### config.mk
export PLATFORM = sky130hd
export DESIGN_NAME = torus_route_sel
export DESIGN_NICKNAME = d
export VERILOG_FILES = /design/src/rtl/torus_route_pkg.sv /design/src/rtl/torus_axis_dist.sv /design/src/rtl/torus_rr_pick.sv /design/src/rtl/torus_route_sel.sv
export SDC_FILE = /design/constraint.sdc
export NUM_CORES = 1
export LEC_CHECK = 0
export BUFFER_PORTS_ARGS = -buffer_cell sky130_fd_sc_hd__buf_2
export CAP_MARGIN = 20
export CORE_ASPECT_RATIO = 1.4
export CORE_UTILIZATION = 57
export CTS_BUF_LIST = sky130_fd_sc_hd__clkbuf_16
export DETAILED_ROUTE_END_ITERATION = 8
export PLACE_DENSITY_LB_ADDON = 0.05
export SYNTH_ARGS = -nofsm -noshare
export SYNTH_HDL_FRONTEND = slang
export SYNTH_SLANG_ARGS = --single-unit
### constraint.sdc
create_clock -name clk -period 15.86 [get_ports clk]
set_input_delay 3.172 -clock clk [delete_from_list [all_inputs] [get_ports clk]]
set_output_delay 3.172 -clock clk [all_outputs]
set_load 0.005 [all_outputs]
### src/rtl/torus_route_pkg.sv
// Shared constants for the torus route selector.
// Assumes six directional ports, ordered X+, X-, Y+, Y-, Z+, Z-.
package torus_route_pkg;
    localparam int NUM_DIRS = 6;
    localparam int DIR_IDX_W = $clog2(NUM_DIRS);

    typedef enum logic [DIR_IDX_W-1:0] {
        DIR_XP = 3'd0,
        DIR_XM = 3'd1,
        DIR_YP = 3'd2,
        DIR_YM = 3'd3,
        DIR_ZP = 3'd4,
        DIR_ZM = 3'd5
    } dir_e;

    typedef struct packed {
        logic local_hit;
        logic illegal;
        logic [NUM_DIRS-1:0] cand;
    } route_info_t;
endpackage

### src/rtl/torus_axis_dist.sv
// Wraparound distance fold for one torus axis.
// Produces the productive direction(s) for this axis: plus when the
// forward offset is at most half the ring, minus when it is more.
// Assumes own and destination coordinates are below axis_size.
module torus_axis_dist #(
    parameter int COORD_W = 5
) (
    input  logic [COORD_W-1:0] own_c,
    input  logic [COORD_W-1:0] dst_c,
    input  logic [COORD_W:0]   axis_size,
    output logic               go_plus,
    output logic               go_minus,
    output logic               on_axis
);
    localparam int EXT_W = COORD_W + 2;

    logic [EXT_W-1:0] fwd;
    logic [EXT_W-1:0] twice;
    logic [EXT_W-1:0] size_ext;

    // Forward offset modulo the axis size.
    always_comb begin
        size_ext = EXT_W'(axis_size);
        if (dst_c >= own_c)
            fwd = EXT_W'(dst_c) - EXT_W'(own_c);
        else
            fwd = EXT_W'(dst_c) + size_ext - EXT_W'(own_c);
        twice = fwd << 1;
    end

    // Direction choice; ties resolve toward plus.
    always_comb begin
        on_axis  = (fwd != '0);
        go_plus  = on_axis && (twice <= size_ext);
        go_minus = on_axis && (twice > size_ext);
    end
endmodule

### src/rtl/torus_rr_pick.sv
// Rotating-priority pick among requesting ports.
// The search starts at the stored pointer and wraps; after each taken
// grant the pointer moves to the index after the granted one.
// Assumes req is already masked with availability.
module torus_rr_pick #(
    parameter int N = 6
) (
    input  logic         clk,
    input  logic         rst_n,
    input  logic [N-1:0] req,
    input  logic         take,
    output logic [N-1:0] grant,
    output logic         any_grant
);
    localparam int PW = (N > 1) ? $clog2(N) : 1;

    logic [PW-1:0] ptr;
    logic [PW-1:0] gidx;

    // Scan from the pointer and take the first requester.
    always_comb begin
        grant     = '0;
        gidx      = '0;
        any_grant = 1'b0;
        for (int i = 0; i < N; i++) begin
            int idx;
            idx = (int'(ptr) + i) % N;
            if (!any_grant && req[idx]) begin
                any_grant  = 1'b1;
                grant[idx] = 1'b1;
                gidx       = PW'(idx);
            end
        end
    end

    // Advance the start point past the granted index.
    always_ff @(posedge clk) begin
        if (!rst_n)
            ptr <= '0;
        else if (take && any_grant)
            ptr <= (int'(gidx) == N - 1) ? '0 : gidx + PW'(1);
    end

    p_grant_subset_r5: assert property (@(posedge clk) disable iff (!rst_n)
        (grant & ~req) == '0);
    p_grant_onehot_r4: assert property (@(posedge clk) disable iff (!rst_n)
        $onehot0(grant));
    p_ptr_range_r6: assert property (@(posedge clk) disable iff (!rst_n)
        int'(ptr) < N);
endmodule

### src/rtl/torus_route_sel.sv
// Routing decision stage of one torus router node.
// Folds the offset on each axis, builds the productive direction mask,
// picks a free direction in rotating order and registers the result
// one cycle after the header handshake. Stalls (ready low) when a
// direction is needed but none of the candidates is free.
// Assumes coordinates are below the matching axis size.
module torus_route_sel
    import torus_route_pkg::*;
#(
    parameter int XW = 5,
    parameter int YW = 5,
    parameter int ZW = 6
) (
    input  logic                clk,
    input  logic                rst_n,
    input  logic [XW-1:0]       my_x,
    input  logic [YW-1:0]       my_y,
    input  logic [ZW-1:0]       my_z,
    input  logic [XW:0]         size_x,
    input  logic [YW:0]         size_y,
    input  logic [ZW:0]         size_z,
    input  logic                hdr_valid,
    output logic                hdr_ready,
    input  logic [XW-1:0]       hdr_dst_x,
    input  logic [YW-1:0]       hdr_dst_y,
    input  logic [ZW-1:0]       hdr_dst_z,
    input  logic                hdr_deposit,
    input  logic [NUM_DIRS-1:0] port_free,
    output logic                out_valid,
    output logic [NUM_DIRS-1:0] out_port,
    output logic                out_local,
    output logic                out_illegal
);
    logic [2:0] ax_plus, ax_minus, ax_on;
    route_info_t info;
    logic [NUM_DIRS-1:0] avail;
    logic [NUM_DIRS-1:0] grant;
    logic any_grant;
    logic accept;
    logic needs_dir;

    torus_axis_dist #(.COORD_W(XW)) u_ax_x (
        .own_c(my_x), .dst_c(hdr_dst_x), .axis_size(size_x),
        .go_plus(ax_plus[0]), .go_minus(ax_minus[0]), .on_axis(ax_on[0]));
    torus_axis_dist #(.COORD_W(YW)) u_ax_y (
        .own_c(my_y), .dst_c(hdr_dst_y), .axis_size(size_y),
        .go_plus(ax_plus[1]), .go_minus(ax_minus[1]), .on_axis(ax_on[1]));
    torus_axis_dist #(.COORD_W(ZW)) u_ax_z (
        .own_c(my_z), .dst_c(hdr_dst_z), .axis_size(size_z),
        .go_plus(ax_plus[2]), .go_minus(ax_minus[2]), .on_axis(ax_on[2]));

    // Interleave per-axis directions into the port order.
    always_comb begin
        for (int a = 0; a < 3; a++) begin
            info.cand[2*a]   = ax_plus[a];
            info.cand[2*a+1] = ax_minus[a];
        end
        info.local_hit = (ax_on == 3'b000);
        info.illegal   = hdr_deposit && ($countones(ax_on) > 1);
    end

    // Candidates that are free may be granted; illegal headers take none.
    always_comb begin
        avail     = info.illegal ? '0 : (info.cand & port_free);
        needs_dir = !info.local_hit && !info.illegal;
        hdr_ready = rst_n && (!needs_dir || any_grant);
        accept    = hdr_valid && hdr_ready;
    end

    torus_rr_pick #(.N(NUM_DIRS)) u_pick (
        .clk(clk), .rst_n(rst_n), .req(avail),
        .take(accept && needs_dir), .grant(grant), .any_grant(any_grant));

    // Register the decision one cycle after the handshake.
    always_ff @(posedge clk) begin
        if (!rst_n) begin
            out_valid   <= 1'b0;
            out_port    <= '0;
            out_local   <= 1'b0;
            out_illegal <= 1'b0;
        end else if (accept) begin
            out_valid   <= 1'b1;
            out_port    <= needs_dir ? grant : '0;
            out_local   <= info.local_hit || (hdr_deposit && !info.illegal);
            out_illegal <= info.illegal;
        end else begin
            out_valid   <= 1'b0;
            out_port    <= '0;
            out_local   <= 1'b0;
            out_illegal <= 1'b0;
        end
    end

    p_port_onehot_r4: assert property (@(posedge clk) disable iff (!rst_n)
        $onehot0(out_port));
    p_accept_pulse_r11: assert property (@(posedge clk) disable iff (!rst_n)
        (hdr_valid && hdr_ready) |=> out_valid);
    p_no_accept_idle_r11: assert property (@(posedge clk) disable iff (!rst_n)
        !(hdr_valid && hdr_ready) |=> !out_valid);
    p_stall_no_out_r7: assert property (@(posedge clk) disable iff (!rst_n)
        (hdr_valid && !hdr_ready) |=> !out_valid);
    p_grant_free_r5: assert property (@(posedge clk) disable iff (!rst_n)
        (hdr_valid && hdr_ready && needs_dir) |=> ((out_port & $past(port_free)) != '0));
    p_illegal_quiet_r10: assert property (@(posedge clk) disable iff (!rst_n)
        out_illegal |-> (out_port == '0 && !out_local));
    p_local_noport_r8: assert property (@(posedge clk) disable iff (!rst_n)
        (hdr_valid && info.local_hit) |-> hdr_ready);
endmodule

==> results summary <==
The run finished with clean final reports. The average cell area after synthesis is 7.58 um2. The starting DRC count in detailed routing came out at about 180. The total count of hold-check failures in the final report came out at 0. The slack of the critical path is roughly 4.4 ns. Wires add up to approximately 12 mm.

Yosys printed 0 warnings. The number of inserted diodes is 0. After detailed routing, the average wire length per cell comes to ~16 um. The normalized max-slew margin came out at 51.4%. The post-route core utilization came out at 64.6%. TritonCTS built the clock tree.

Setup repair after global routing left no endpoint under its margin. The starting density of the core is 58.6%. Max-cap violations in this run came to 0.

The delay of the slowest cell on the worst path is 0.56 ns. Derived from the worst setup path, the maximum achievable clock frequency is 86.9 MHz. The DRC violation count after routing came out at 0.

The fraction of post-synthesis cell area in the top cell type by area is between 10% and 20%. The I/O pin count is 71. Summed over all cells, the static leakage comes to roughly 2.6 nW. Final hold analysis gives a worst-case slack of 0.656 ns. The worst hold path begins at u_pick.ptr[1].

Among all flip-flop cells after synthesis, the most frequent one is sky130_fd_sc_hd__dfxtp_1. The number of detailed-routing iterations run before antenna repair came out at 5. The async set-reset flop share out of synthesis is 0%. The global router's overall resource usage is 27.6%. The number of clock sinks came out at 12. In this run the standard cell core region covers a little over 8000 um2. In this run the core area contains 39 standard-cell rows. The clock period minus worst slack is 11.51 ns.

Of all nets on the critical path, the largest fanout is 11. The number of antenna violations at the first check in global routing is 0. Among all cell types in the netlist, the one instantiated most often is sky130_fd_sc_hd__inv_1. The number of nets produced by synthesis is roughly 780. The total number of vias is approximately 4,700. The total of flip-flops plus latches after synthesis came out at 12. The signal arrival time at the worst endpoint is 8.34 ns. The die footprint came out at slightly below 9000 um2. The number of cells on the worst reg-to-reg path is 18. The clock transition time at the flip-flop clock pins of the worst setup and hold paths is 0.04 ns.

The worst setup path is of the primary input to output pin kind. The H-tree depth reported by CTS is 1. The later pin in the worst-skew pair is clocked with a latency of between 0.2 and 0.25 ns.

The post-detailed-placement half-perimeter wirelength is around 11 mm. The final net count is roughly 840. At the pin with the least slew margin, the transition time is 0.729 ns. The worst min-delay path class is flip-flop to flip-flop.

The worst register-to-register path ends at u_pick.ptr[2]. The required time at the endpoint of the critical path came out at between 10 and 15 ns. Tracing the worst setup path back leads to its startpoint at my_z[1]. The longest clock path from root to sink contains 2 buffers. The die boundary height came out at about 110 um.

The final total negative setup slack is 0 ns. Compared with the post-synthesis result, the final layout area differs by 10.1%. Sorting the synthesized cells by how often they occur yields sky130_fd_sc_hd__inv_1 (101), sky130_fd_sc_hd__ha_1 (72), sky130_fd_sc_hd__nor2_1 (48). The startpoint identified for the worst register-to-register timing path is u_pick.ptr[2]. The synthesized netlist cell count came out at approximately 630.

Dividing total power by cell area gives a power density of a little under 80 nW/um2. The leading area contributor after synthesis is sky130_fd_sc_hd__ha_1. The worst-case setup slack after placement came out at between 4 and 5 ns. In this run, synthesis inferred 0 flip-flops with an integrated enable. The final count of pins violating max slew came out at 0. The worst clock skew on the final layout came out at ~0.0012 ns. The die is slightly below 80 um wide. Setup violations remaining at the end of the flow were counted as 0. The number of I/O port buffers came out at 70. The final critical path takes up between 70% and 80% of the cycle.

The number of global-route vias before repair is 4,372. The slowest stage of the critical path belongs to the cell sky130_fd_sc_hd__o41a_1. By area the synthesized netlist is led by sky130_fd_sc_hd__ha_1 (19%), sky130_fd_sc_hd__fa_1 (8.0%), sky130_fd_sc_hd__inv_1 (8.0%). The startpoint class of the critical path is a primary input.

Buffers inserted to repair hold after CTS numbered 0. The worst setup path endpoint is hdr_ready. The post-synthesis instance area came out at 4750 um2. The kind of end point of the critical path is an output pin. The fraction of the yosys area taken by sequential cells came out at ~5.1%. The overall power of the completed layout came out at between 0.0004 and 0.0005 W.

The global-route wire length before repair came out at between 15 and 20 mm. The share of post-route cells with drive strength above 1 is between 15 and 20%. Buffers inserted during clock tree synthesis total 3. In this run the register-to-register setup slack is 10.28 ns. The distinct cell type count after synthesis is 87. The worst-case IR drop observed on VDD is between 0.00005 and 0.00006 V.

Walking the worst path, the cells encountered are buf_2 > fa_1 > inv_1 > fa_1 > a211oi_2 > o21bai_1 > a21oi_1 > xor2_1 > nand4b_2 > a221oi_4 > inv_1 > ha_1 > o21a_1 > o31a_1 > a211oi_2 > a211o_2 > nand4bb_1 > o41a_1 > buf_2. The last weighted congestion value of the routability-driven placer came out at 0.934. The pin count of the biggest net entering global routing came out at 21. The final antenna-violating net count came out at 0. For this run the aggregate overflow at the end of global routing stands at 0. The detail-routed via count per cell is 5.98. The number of gates resized after cts came out at 0. The post-CTS repair timing setup buffer count is 0. The cell chosen for the clock root is sky130_fd_sc_hd__clkbuf_16.
-- placed cells by master (no fill, tap or decap), types with 13 or more instances in the layout --
| cell | count |
|---|---|
| sky130_fd_sc_hd__inv_1 | 101 |
| sky130_fd_sc_hd__nor3_1 | 17 |
| sky130_fd_sc_hd__xnor2_1 | 13 |
| sky130_fd_sc_hd__o21ai_0 | 26 |
| sky130_fd_sc_hd__nor2_1 | 48 |
| sky130_fd_sc_hd__a21oi_1 | 39 |
| sky130_fd_sc_hd__nand2_1 | 33 |
| sky130_fd_sc_hd__fa_1 | 19 |
| sky130_fd_sc_hd__buf_2 | 70 |
| sky130_fd_sc_hd__ha_1 | 72 |
-- critical path: cells and delay by family --
| family | cells | cell delay (ns) |
|---|---|---|
| fa+ha+maj | 3 | 1.29 |
| simple gates | 2 | 0.56 |
| compound gates | 9 | 2.63 |
| buf+inv | 4 | 0.45 |
| xor+xnor | 1 | 0.24 |
-- state kept, by name (all words and copies together), names as in the netlist --
| name | cells |
|---|---|
| out_illegal | 1 |
| out_local | 1 |
| out_port | 6 |
| out_valid | 1 |
| u_pick.ptr | 3 |
-- per-stage QoR --
step | cells | instance area [um2]
after floorplan | 627 | 4750
after global placement | 786 | 5160
after detailed placement | 786 | 5160
after CTS | 789 | 5230
after global routing | 789 | 5230
final | 789 | 5230
-- cell type report --
cell class                 count  area (um2)
inverter                     101         379
multi-input combinational    500        4050
tap                          102         128
fill                         753        2870
timing repair buffer          71         358
clock buffer                   3        75.1
sequential                    12         240
-- where the power goes --
group	internal, W	switching (W)	leakage, nW	total [W]
clock network	0.0000327	0.0000115	0.0370	0.0000442
logic	0.000139	0.000192	2.45	0.000331
registers	0.0000325	0.00000346	0.0974	0.0000359
total	0.000204	0.000207	2.59	0.000411
-- routing by layer --
layer	vias up	wire length, um	GRT usage (%)	part of all wire [%]
met5	-	0	0	0
met4	0	312	8.31	2.5
met3	24	378	1.56	3.1
met2	122	6510	55.1	53
met1	2194	5080	30.7	41
li1	2380	-	-	-
-- kinds of logic after synthesis --
group / Yosys count / synth area share (%)
AND/OR/NAND/NOR: 199 / 23.8
flip-flops: 12 / 5.06
adder cells (fa/ha/maj): 91 / 27.0
buffers and inverters: 115 / 9.64
AO/OA/AOI/OAI: 177 / 27.8
multiplexers: 13 / 3.06
XOR/XNOR: 20 / 3.69
-- worst min-delay path by stage --
stage / to / cells past startpoint / slack, ns
4_1_cts: u_pick.ptr[1] / 2 / 0.66
3_5_place_dp: u_pick.ptr[1] / 2 / 0.65
6_report: u_pick.ptr[1] / 2 / 0.66
5_1_grt: u_pick.ptr[1] / 2 / 0.69
2_1_floorplan: u_pick.ptr[1] / 2 / 0.58
3_3_place_gp: u_pick.ptr[1] / 2 / 0.65
No activity file was read; power rests on OpenSTA's default activity.
